==> src/rtl/pfc_pkg.sv <==
package pfc_pkg;

    localparam int DATA_W    = 12;
    localparam int ADDR_W    = 1;
    localparam int TIMER_W   = 16;
    localparam int THR_W     = 6;
    localparam int THR_SHIFT = 5;
    localparam int THR_BITS  = THR_W + THR_SHIFT;

    localparam logic [ADDR_W-1:0] ADDR_CTRL = 1'b0;
    localparam logic [ADDR_W-1:0] ADDR_STAT = 1'b1;

    // control word bit positions
    localparam int B_FIFO_EN = 6;
    localparam int B_DESC_EN = 7;
    localparam int B_ANYMODE = 8;
    localparam int B_CMD_XON = 9;
    localparam int B_CMD_XOF = 10;
    localparam int B_FC_EN   = 11;

    localparam logic [TIMER_W-1:0] TIMER_XOFF = '1;
    localparam logic [TIMER_W-1:0] TIMER_XON  = '0;

    typedef struct packed {
        logic [THR_W-1:0] thresh;
        logic             fifo_en;
        logic             desc_en;
        logic             any_mode;
        logic             fc_en;
    } ctrl_t;

    typedef enum logic [1:0] {
        ST_IDLE      = 2'd0,
        ST_OFFER     = 2'd1,
        ST_WAIT_DONE = 2'd2
    } tx_state_e;

endpackage

==> src/rtl/pfc_regs.sv <==
module pfc_regs
    import pfc_pkg::*;
(
    input  logic              clk,
    input  logic              rst_n,
    input  logic              wr_en,
    input  logic              rd_en,
    input  logic [ADDR_W-1:0] addr,
    input  logic [DATA_W-1:0] wdata,
    input  logic              rx_pause_seen,
    input  logic              xoff_sent,
    output ctrl_t             ctrl,
    output logic              cmd_xoff,
    output logic              cmd_xon_pulse,
    output logic              status,
    output logic [DATA_W-1:0] rdata
);

    ctrl_t ctrl_q;
    logic  cmd_xoff_q;
    logic  status_q;
    logic  wr_ctrl;
    logic  rd_stat;

    assign wr_ctrl = wr_en && (addr == ADDR_CTRL);
    assign rd_stat = rd_en && (addr == ADDR_STAT);

    always_ff @(posedge clk) begin
        if (!rst_n) begin
            ctrl_q <= '0;
        end else if (wr_ctrl) begin
            ctrl_q.thresh   <= wdata[THR_W-1:0];
            ctrl_q.fifo_en  <= wdata[B_FIFO_EN];
            ctrl_q.desc_en  <= wdata[B_DESC_EN];
            ctrl_q.any_mode <= wdata[B_ANYMODE];
            ctrl_q.fc_en    <= wdata[B_FC_EN];
        end
    end

    // forced XOFF command: software sets, completion of an XOFF frame clears
    always_ff @(posedge clk) begin
        if (!rst_n) begin
            cmd_xoff_q <= 1'b0;
        end else if (wr_ctrl) begin
            cmd_xoff_q <= wdata[B_CMD_XOF];
        end else if (xoff_sent) begin
            cmd_xoff_q <= 1'b0;
        end
    end

    // sticky receive status: a new event wins over the clearing read
    always_ff @(posedge clk) begin
        if (!rst_n) begin
            status_q <= 1'b0;
        end else if (rx_pause_seen && ctrl_q.fc_en) begin
            status_q <= 1'b1;
        end else if (rd_stat) begin
            status_q <= 1'b0;
        end
    end

    assign cmd_xon_pulse = wr_ctrl && wdata[B_CMD_XON];
    assign ctrl          = ctrl_q;
    assign cmd_xoff      = cmd_xoff_q;
    assign status        = status_q;

    always_comb begin
        rdata = '0;
        if (addr == ADDR_CTRL) begin
            rdata[THR_W-1:0] = ctrl_q.thresh;
            rdata[B_FIFO_EN] = ctrl_q.fifo_en;
            rdata[B_DESC_EN] = ctrl_q.desc_en;
            rdata[B_ANYMODE] = ctrl_q.any_mode;
            rdata[B_CMD_XON] = 1'b0;
            rdata[B_CMD_XOF] = cmd_xoff_q;
            rdata[B_FC_EN]   = ctrl_q.fc_en;
        end else begin
            rdata[0] = status_q;
        end
    end

endmodule

==> src/rtl/pfc_trigger.sv <==
module pfc_trigger
    import pfc_pkg::*;
#(
    parameter int LEVEL_W = 12
) (
    input  logic               clk,
    input  logic               rst_n,
    input  ctrl_t              ctrl,
    input  logic [LEVEL_W-1:0] fifo_level,
    input  logic               fifo_empty,
    input  logic               desc_unavail,
    input  logic               sw_xon,
    input  logic               launch_xoff,
    input  logic               launch_xon,
    output logic               pend_xoff,
    output logic               pend_xon
);

    logic [THR_BITS-1:0] thr_bytes;
    logic                gate;
    logic                near_full;
    logic                near_q, empty_q, desc_q;
    logic                near_rise, empty_rise, desc_rise;
    logic                hw_xoff_evt, hw_xon_evt;
    logic                xoff_armed_q;
    logic                pend_xoff_q, pend_xon_q;

    assign thr_bytes = {ctrl.thresh, {THR_SHIFT{1'b0}}};
    assign near_full = (ctrl.thresh != '0) && (fifo_level >= LEVEL_W'(thr_bytes));
    assign gate      = ctrl.any_mode ? (ctrl.fifo_en || ctrl.desc_en)
                                     : (ctrl.fifo_en && ctrl.desc_en);

    always_ff @(posedge clk) begin
        if (!rst_n) begin
            near_q  <= 1'b0;
            empty_q <= 1'b0;
            desc_q  <= 1'b0;
        end else begin
            near_q  <= near_full;
            empty_q <= fifo_empty;
            desc_q  <= desc_unavail;
        end
    end

    assign near_rise   = near_full && !near_q;
    assign empty_rise  = fifo_empty && !empty_q;
    assign desc_rise   = desc_unavail && !desc_q;
    assign hw_xoff_evt = gate && (near_rise || desc_rise);
    assign hw_xon_evt  = gate && empty_rise && xoff_armed_q;

    always_ff @(posedge clk) begin
        if (!rst_n) begin
            xoff_armed_q <= 1'b0;
        end else if (hw_xoff_evt) begin
            xoff_armed_q <= 1'b1;
        end else if (hw_xon_evt) begin
            xoff_armed_q <= 1'b0;
        end
    end

    always_ff @(posedge clk) begin
        if (!rst_n) begin
            pend_xoff_q <= 1'b0;
        end else if (hw_xoff_evt) begin
            pend_xoff_q <= 1'b1;
        end else if (launch_xoff) begin
            pend_xoff_q <= 1'b0;
        end
    end

    always_ff @(posedge clk) begin
        if (!rst_n) begin
            pend_xon_q <= 1'b0;
        end else if (hw_xon_evt || sw_xon) begin
            pend_xon_q <= 1'b1;
        end else if (launch_xon) begin
            pend_xon_q <= 1'b0;
        end
    end

    assign pend_xoff = pend_xoff_q;
    assign pend_xon  = pend_xon_q;

endmodule

==> src/rtl/pfc_tx_fsm.sv <==
module pfc_tx_fsm
    import pfc_pkg::*;
(
    input  logic               clk,
    input  logic               rst_n,
    input  logic               want_xoff,
    input  logic               want_xon,
    input  logic               ack,
    input  logic               done,
    output logic               req,
    output logic [TIMER_W-1:0] timer,
    output logic               launch_xoff,
    output logic               launch_xon,
    output logic               xoff_sent
);

    tx_state_e          state_q, state_d;
    logic [TIMER_W-1:0] timer_q;

    always_ff @(posedge clk) begin
        if (!rst_n) begin
            state_q <= ST_IDLE;
        end else begin
            state_q <= state_d;
        end
    end

    always_comb begin
        state_d = state_q;
        unique case (state_q)
            ST_IDLE:      if (want_xoff || want_xon) state_d = ST_OFFER;
            ST_OFFER:     if (ack)                   state_d = ST_WAIT_DONE;
            ST_WAIT_DONE: if (done)                  state_d = ST_IDLE;
            default:                                 state_d = ST_IDLE;
        endcase
    end

    always_comb begin
        req         = 1'b0;
        launch_xoff = 1'b0;
        launch_xon  = 1'b0;
        xoff_sent   = 1'b0;
        unique case (state_q)
            ST_IDLE: begin
                launch_xoff = want_xoff;
                launch_xon  = want_xon && !want_xoff;
            end
            ST_OFFER:     req       = 1'b1;
            ST_WAIT_DONE: xoff_sent = done && (timer_q == TIMER_XOFF);
            default: ;
        endcase
    end

    always_ff @(posedge clk) begin
        if (!rst_n) begin
            timer_q <= TIMER_XON;
        end else if (launch_xoff) begin
            timer_q <= TIMER_XOFF;
        end else if (launch_xon) begin
            timer_q <= TIMER_XON;
        end
    end

    assign timer = timer_q;

endmodule

==> src/rtl/pause_req_ctrl.sv <==
module pause_req_ctrl
    import pfc_pkg::*;
#(
    parameter int LEVEL_W = 12
) (
    input  logic               clk,
    input  logic               rst_n,
    input  logic               reg_wr_en,
    input  logic               reg_rd_en,
    input  logic [ADDR_W-1:0]  reg_addr,
    input  logic [DATA_W-1:0]  reg_wdata,
    output logic [DATA_W-1:0]  reg_rdata,
    input  logic [LEVEL_W-1:0] fifo_level,
    input  logic               fifo_empty,
    input  logic               desc_unavail,
    input  logic               rx_pause_seen,
    output logic               tx_pause_req,
    output logic [TIMER_W-1:0] tx_pause_timer,
    input  logic               tx_pause_ack,
    input  logic               tx_pause_done
);

    ctrl_t ctrl;
    logic  cmd_xoff, cmd_xon_pulse, status;
    logic  pend_xoff, pend_xon;
    logic  launch_xoff, launch_xon, xoff_sent;

    pfc_regs u_regs (
        .clk           (clk),
        .rst_n         (rst_n),
        .wr_en         (reg_wr_en),
        .rd_en         (reg_rd_en),
        .addr          (reg_addr),
        .wdata         (reg_wdata),
        .rx_pause_seen (rx_pause_seen),
        .xoff_sent     (xoff_sent),
        .ctrl          (ctrl),
        .cmd_xoff      (cmd_xoff),
        .cmd_xon_pulse (cmd_xon_pulse),
        .status        (status),
        .rdata         (reg_rdata)
    );

    pfc_trigger #(.LEVEL_W(LEVEL_W)) u_trig (
        .clk          (clk),
        .rst_n        (rst_n),
        .ctrl         (ctrl),
        .fifo_level   (fifo_level),
        .fifo_empty   (fifo_empty),
        .desc_unavail (desc_unavail),
        .sw_xon       (cmd_xon_pulse),
        .launch_xoff  (launch_xoff),
        .launch_xon   (launch_xon),
        .pend_xoff    (pend_xoff),
        .pend_xon     (pend_xon)
    );

    pfc_tx_fsm u_fsm (
        .clk         (clk),
        .rst_n       (rst_n),
        .want_xoff   (pend_xoff || cmd_xoff),
        .want_xon    (pend_xon),
        .ack         (tx_pause_ack),
        .done        (tx_pause_done),
        .req         (tx_pause_req),
        .timer       (tx_pause_timer),
        .launch_xoff (launch_xoff),
        .launch_xon  (launch_xon),
        .xoff_sent   (xoff_sent)
    );

endmodule

==> config.mk <==
export PLATFORM = sky130hd
export DESIGN_NAME = pause_req_ctrl
export DESIGN_NICKNAME = d
export VERILOG_FILES = /design/src/rtl/pfc_pkg.sv /design/src/rtl/pfc_regs.sv /design/src/rtl/pfc_trigger.sv /design/src/rtl/pfc_tx_fsm.sv /design/src/rtl/pause_req_ctrl.sv
export SDC_FILE = /design/constraint.sdc
export NUM_CORES = 1
export LEC_CHECK = 0
export BUFFER_PORTS_ARGS = -buffer_cell sky130_fd_sc_hd__buf_2
export CORE_MARGIN = 2
export CORE_UTILIZATION = 48
export CTS_CLUSTER_DIAMETER = 80
export DETAILED_ROUTE_END_ITERATION = 10
export GPL_TIMING_DRIVEN = 0
export PLACE_DENSITY = 0.85
export SLEW_MARGIN = 20
export SYNTH_ARGS = -nofsm -noshare
export SYNTH_HDL_FRONTEND = slang
export SYNTH_SLANG_ARGS = --single-unit
==> constraint.sdc <==
create_clock -name clk -period 3.25 [get_ports clk]
set_input_delay 0.4875 -clock clk [delete_from_list [all_inputs] [get_ports clk]]
set_output_delay 0.4875 -clock clk [all_outputs]
set_load 0.01 [all_outputs]
==> results_dict.tcl <==
set metrics [dict create \
    fin_skew_ps 1.29 \
    syn_inst 147 \
    wl_met2_um 1290 \
    track_usage_pct 18.9 \
    grt_pass1_vias 1013 \
    yosysWarnings 0 \
    highest_layer "met4" \
    synth_top_area_share_pct 34.8 \
    crit_end "u_trig.pend_xoff" \
    rrSetupSlack_ps 1440 \
    fp.dieW_um 54.2 \
    synth_top_area_cell "dfxtp_1" \
    via_per_inst 4.78 \
    final_cell_area_um2 1580 \
    core_um2 2430 \
    rsz0062_at_grt "false" \
    startpoint "u_regs.ctrl[8]" \
    multi_input_area_um2 627 \
    portBuffers 61 \
    leakagePower_nw 0.795 \
    arrival_ps 2010 \
    start_util_pct 49.7 \
    wl_met3_um 141 \
    fin_ws_ps 1440 \
    worstMarginPinSlew_ps 505 \
    final.min_clock_period_ps 1810 \
    insertedDiodeCount 0 \
    min_path_type "in -> reg" \
    synth_most_common_cell "nand2_1" \
    drt_wl_total_um 2670 \
    clockBufferDepth 2 \
    finalHoldViolCount 0 \
    worstPathMaxFanout 3 \
    async_flop_share_pct 0 \
    postPlaceCellArea_um2 1550 \
    synth.yosys.seq_area_share_pct 34.8 \
    synth_area_um2 1210 \
    drive_gt1_share_pct 39.6 \
    pre_cts_ws_ps 1260 \
    synth.avg_cell_area_um2 8.22 \
    detailed_place_hpwl_um 2150 \
    peakVddDrop_uv 232 \
    die_area_um2 2940 \
    numCtsBuffers 3 \
    crit_path_start_kind "flip-flop" \
    antenna_found_initial 0 \
    grt_pass1_wl_um 4000 \
    nFillCells 227 \
    cap_violations 0 \
    power.density_nw_per_um2 337 \
    timing.fmax_mhz 553 \
    period_share_pct 55.7 \
    ys.flop_type "dfxtp_1" \
    num_rows 18 \
    wl_per_cell_um 11.0 \
    gp_congestion 0.773 \
    insertion_delay_ps 300 \
    ff_latch_area_um2 420 \
    worstSetupPathType "reg -> reg" \
    first_pass_iters 4 \
    reg2regPathDepth 7 \
    synthesis.nets 187 \
    r2r-end "u_trig.pend_xoff" \
    num_vias 1157 \
    ys_seq_elements 21 \
    worstPathRequired_ps 3450 \
    grt_max_degree 19 \
    cts_sinks 21 \
    areaGrowthSynthToFinish_pct 30.5 \
    clk_pin_slew_ps 110 \
    htreeDepth 1 \
    setup_violations 0 \
    ys_top_cells_by_count "nand2_1, dfxtp_1, buf_4" \
    ys_types 33 \
    drv_slew 0 \
    relSlewSlack_pct 66.3 \
    reg2reg_from "u_regs.ctrl[8]" \
    synth-edff-count 0 \
    cts-root-buf "clkbuf_4" \
    pin_count 63 \
    ys_top_cells_by_area "dfxtp_1, buf_4, nand2_1" \
    drc 0 \
    post_cts_resized 0 \
    cts_tree "built" \
    endpoint_kind "flip-flop" \
    drtIter0Drc 9 \
    wl_met1_um 1210 \
    hold_slack_ps 391 \
    hold_buffers 0 \
    die_h_um 54.2 \
    nets 253 \
    setup_tns_ps 0 \
    postRouteAntennaNets 0 \
    grt_remaining_overflow 0 \
    outcome "finished, final reports clean" \
    post_cts_buffers 0 \
]
==> layout by cell type (no fill, tap or decap) <==
master     n
buf_4     16
a22oi_1    1
or4_4      1
nand2_1   27
dfxtp_1   21
nor3_2     1
nor4bb_1   1
clkbuf_4   3
conb_1     1
nand3b_1   1
o21ai_0    2
a21boi_0  11
nor4b_1    1
ha_1       6
and3b_1    1
nand3_1    1
mux2_2     1
buf_2     61
a2111o_1   1
clkbuf_1   6
a211oi_4   1
and2_1     3
o31a_1     2
o21ai_1    1
nor3_1     1
a21o_1     2
nor2b_1   12
a222oi_1   1
a21oi_1    5
o22ai_1    1
inv_1      6
nand2b_1   2
o211ai_1   1
nor3b_1    2
nor2_1     8
==> routing by layer <==
layer	GRT usage (%)	vias up
met5	0	-
met4	7.50	0
met3	1.94	4
met2	34.1	35
met1	22.5	514
li1	-	604
==> worst min path at each step <==
stage                    from        endpoint  slack (ps)  cells after the start
3_5_place_dp   u_regs.ctrl[8]  u_regs.ctrl[8]         480                      2
6_report           fifo_empty  u_trig.empty_q         390                      2
2_1_floorplan  u_regs.ctrl[3]  u_regs.ctrl[3]         450                      2
3_3_place_gp   u_regs.ctrl[0]  u_regs.ctrl[0]         470                      2
5_1_grt            fifo_empty  u_trig.empty_q         390                      2
4_1_cts            fifo_empty  u_trig.empty_q         380                      2
==> flip-flops by register name, indices dropped and copies added (netlist names) <==
signal / cells
u_regs.cmd_xoff: 1
u_trig.desc_q: 1
u_trig.pend_xoff: 1
u_trig.empty_q: 1
u_regs.ctrl: 10
u_fsm.timer: 1
u_fsm.state_q: 2
u_trig.xoff_armed_q: 1
u_trig.near_q: 1
u_regs.status: 1
u_trig.pend_xon: 1
==> metrics by stage <==
stage	cells	power, mW	util, %
5_1_grt	242	0.567	64.9
3_5_place_dp	238	0.416	63.8
3_3_place_gp	238	0.413	63.8
2_1_floorplan	147	0.365	-
6_report	242	0.531	64.9
4_1_cts	242	0.539	64.9
==> logic make-up after synthesis <==
family	synth area share (%)
adder cells (fa/ha/maj)	6.21
buffers and inverters	13.4
multiplexers	0.932
flip-flops	34.8
AO/OA/AOI/OAI	18.0
other	0.310
AND/OR/NAND/NOR	26.4
==> where the power goes <==
group	leakage (nW)	switching, mW	internal, mW
registers	0.172	0.0117	0.270
logic	0.609	0.0585	0.0698
clock network	0.0150	0.0737	0.0479
==> area by class of cell <==
cell class / count / share of cell area (%)
multi-input cells: 99 / 39.7
flip-flops and latches: 21 / 26.6
repair buffers: 61 / 19.3
plain buffers: 21 / 8.80
well taps: 30 / 2.38
clock buffers: 4 / 1.67
inverters: 6 / 1.43
==> worst max-delay path: stages, from the launching register on <==
cell,delay [ps]
dfxtp_1,370
inv_1,70
ha_1,290
a21o_1,190
a211oi_4,270
a2111o_1,170
a21oi_1,50
o31a_1,300
Power figures use the tool's default switching activity.
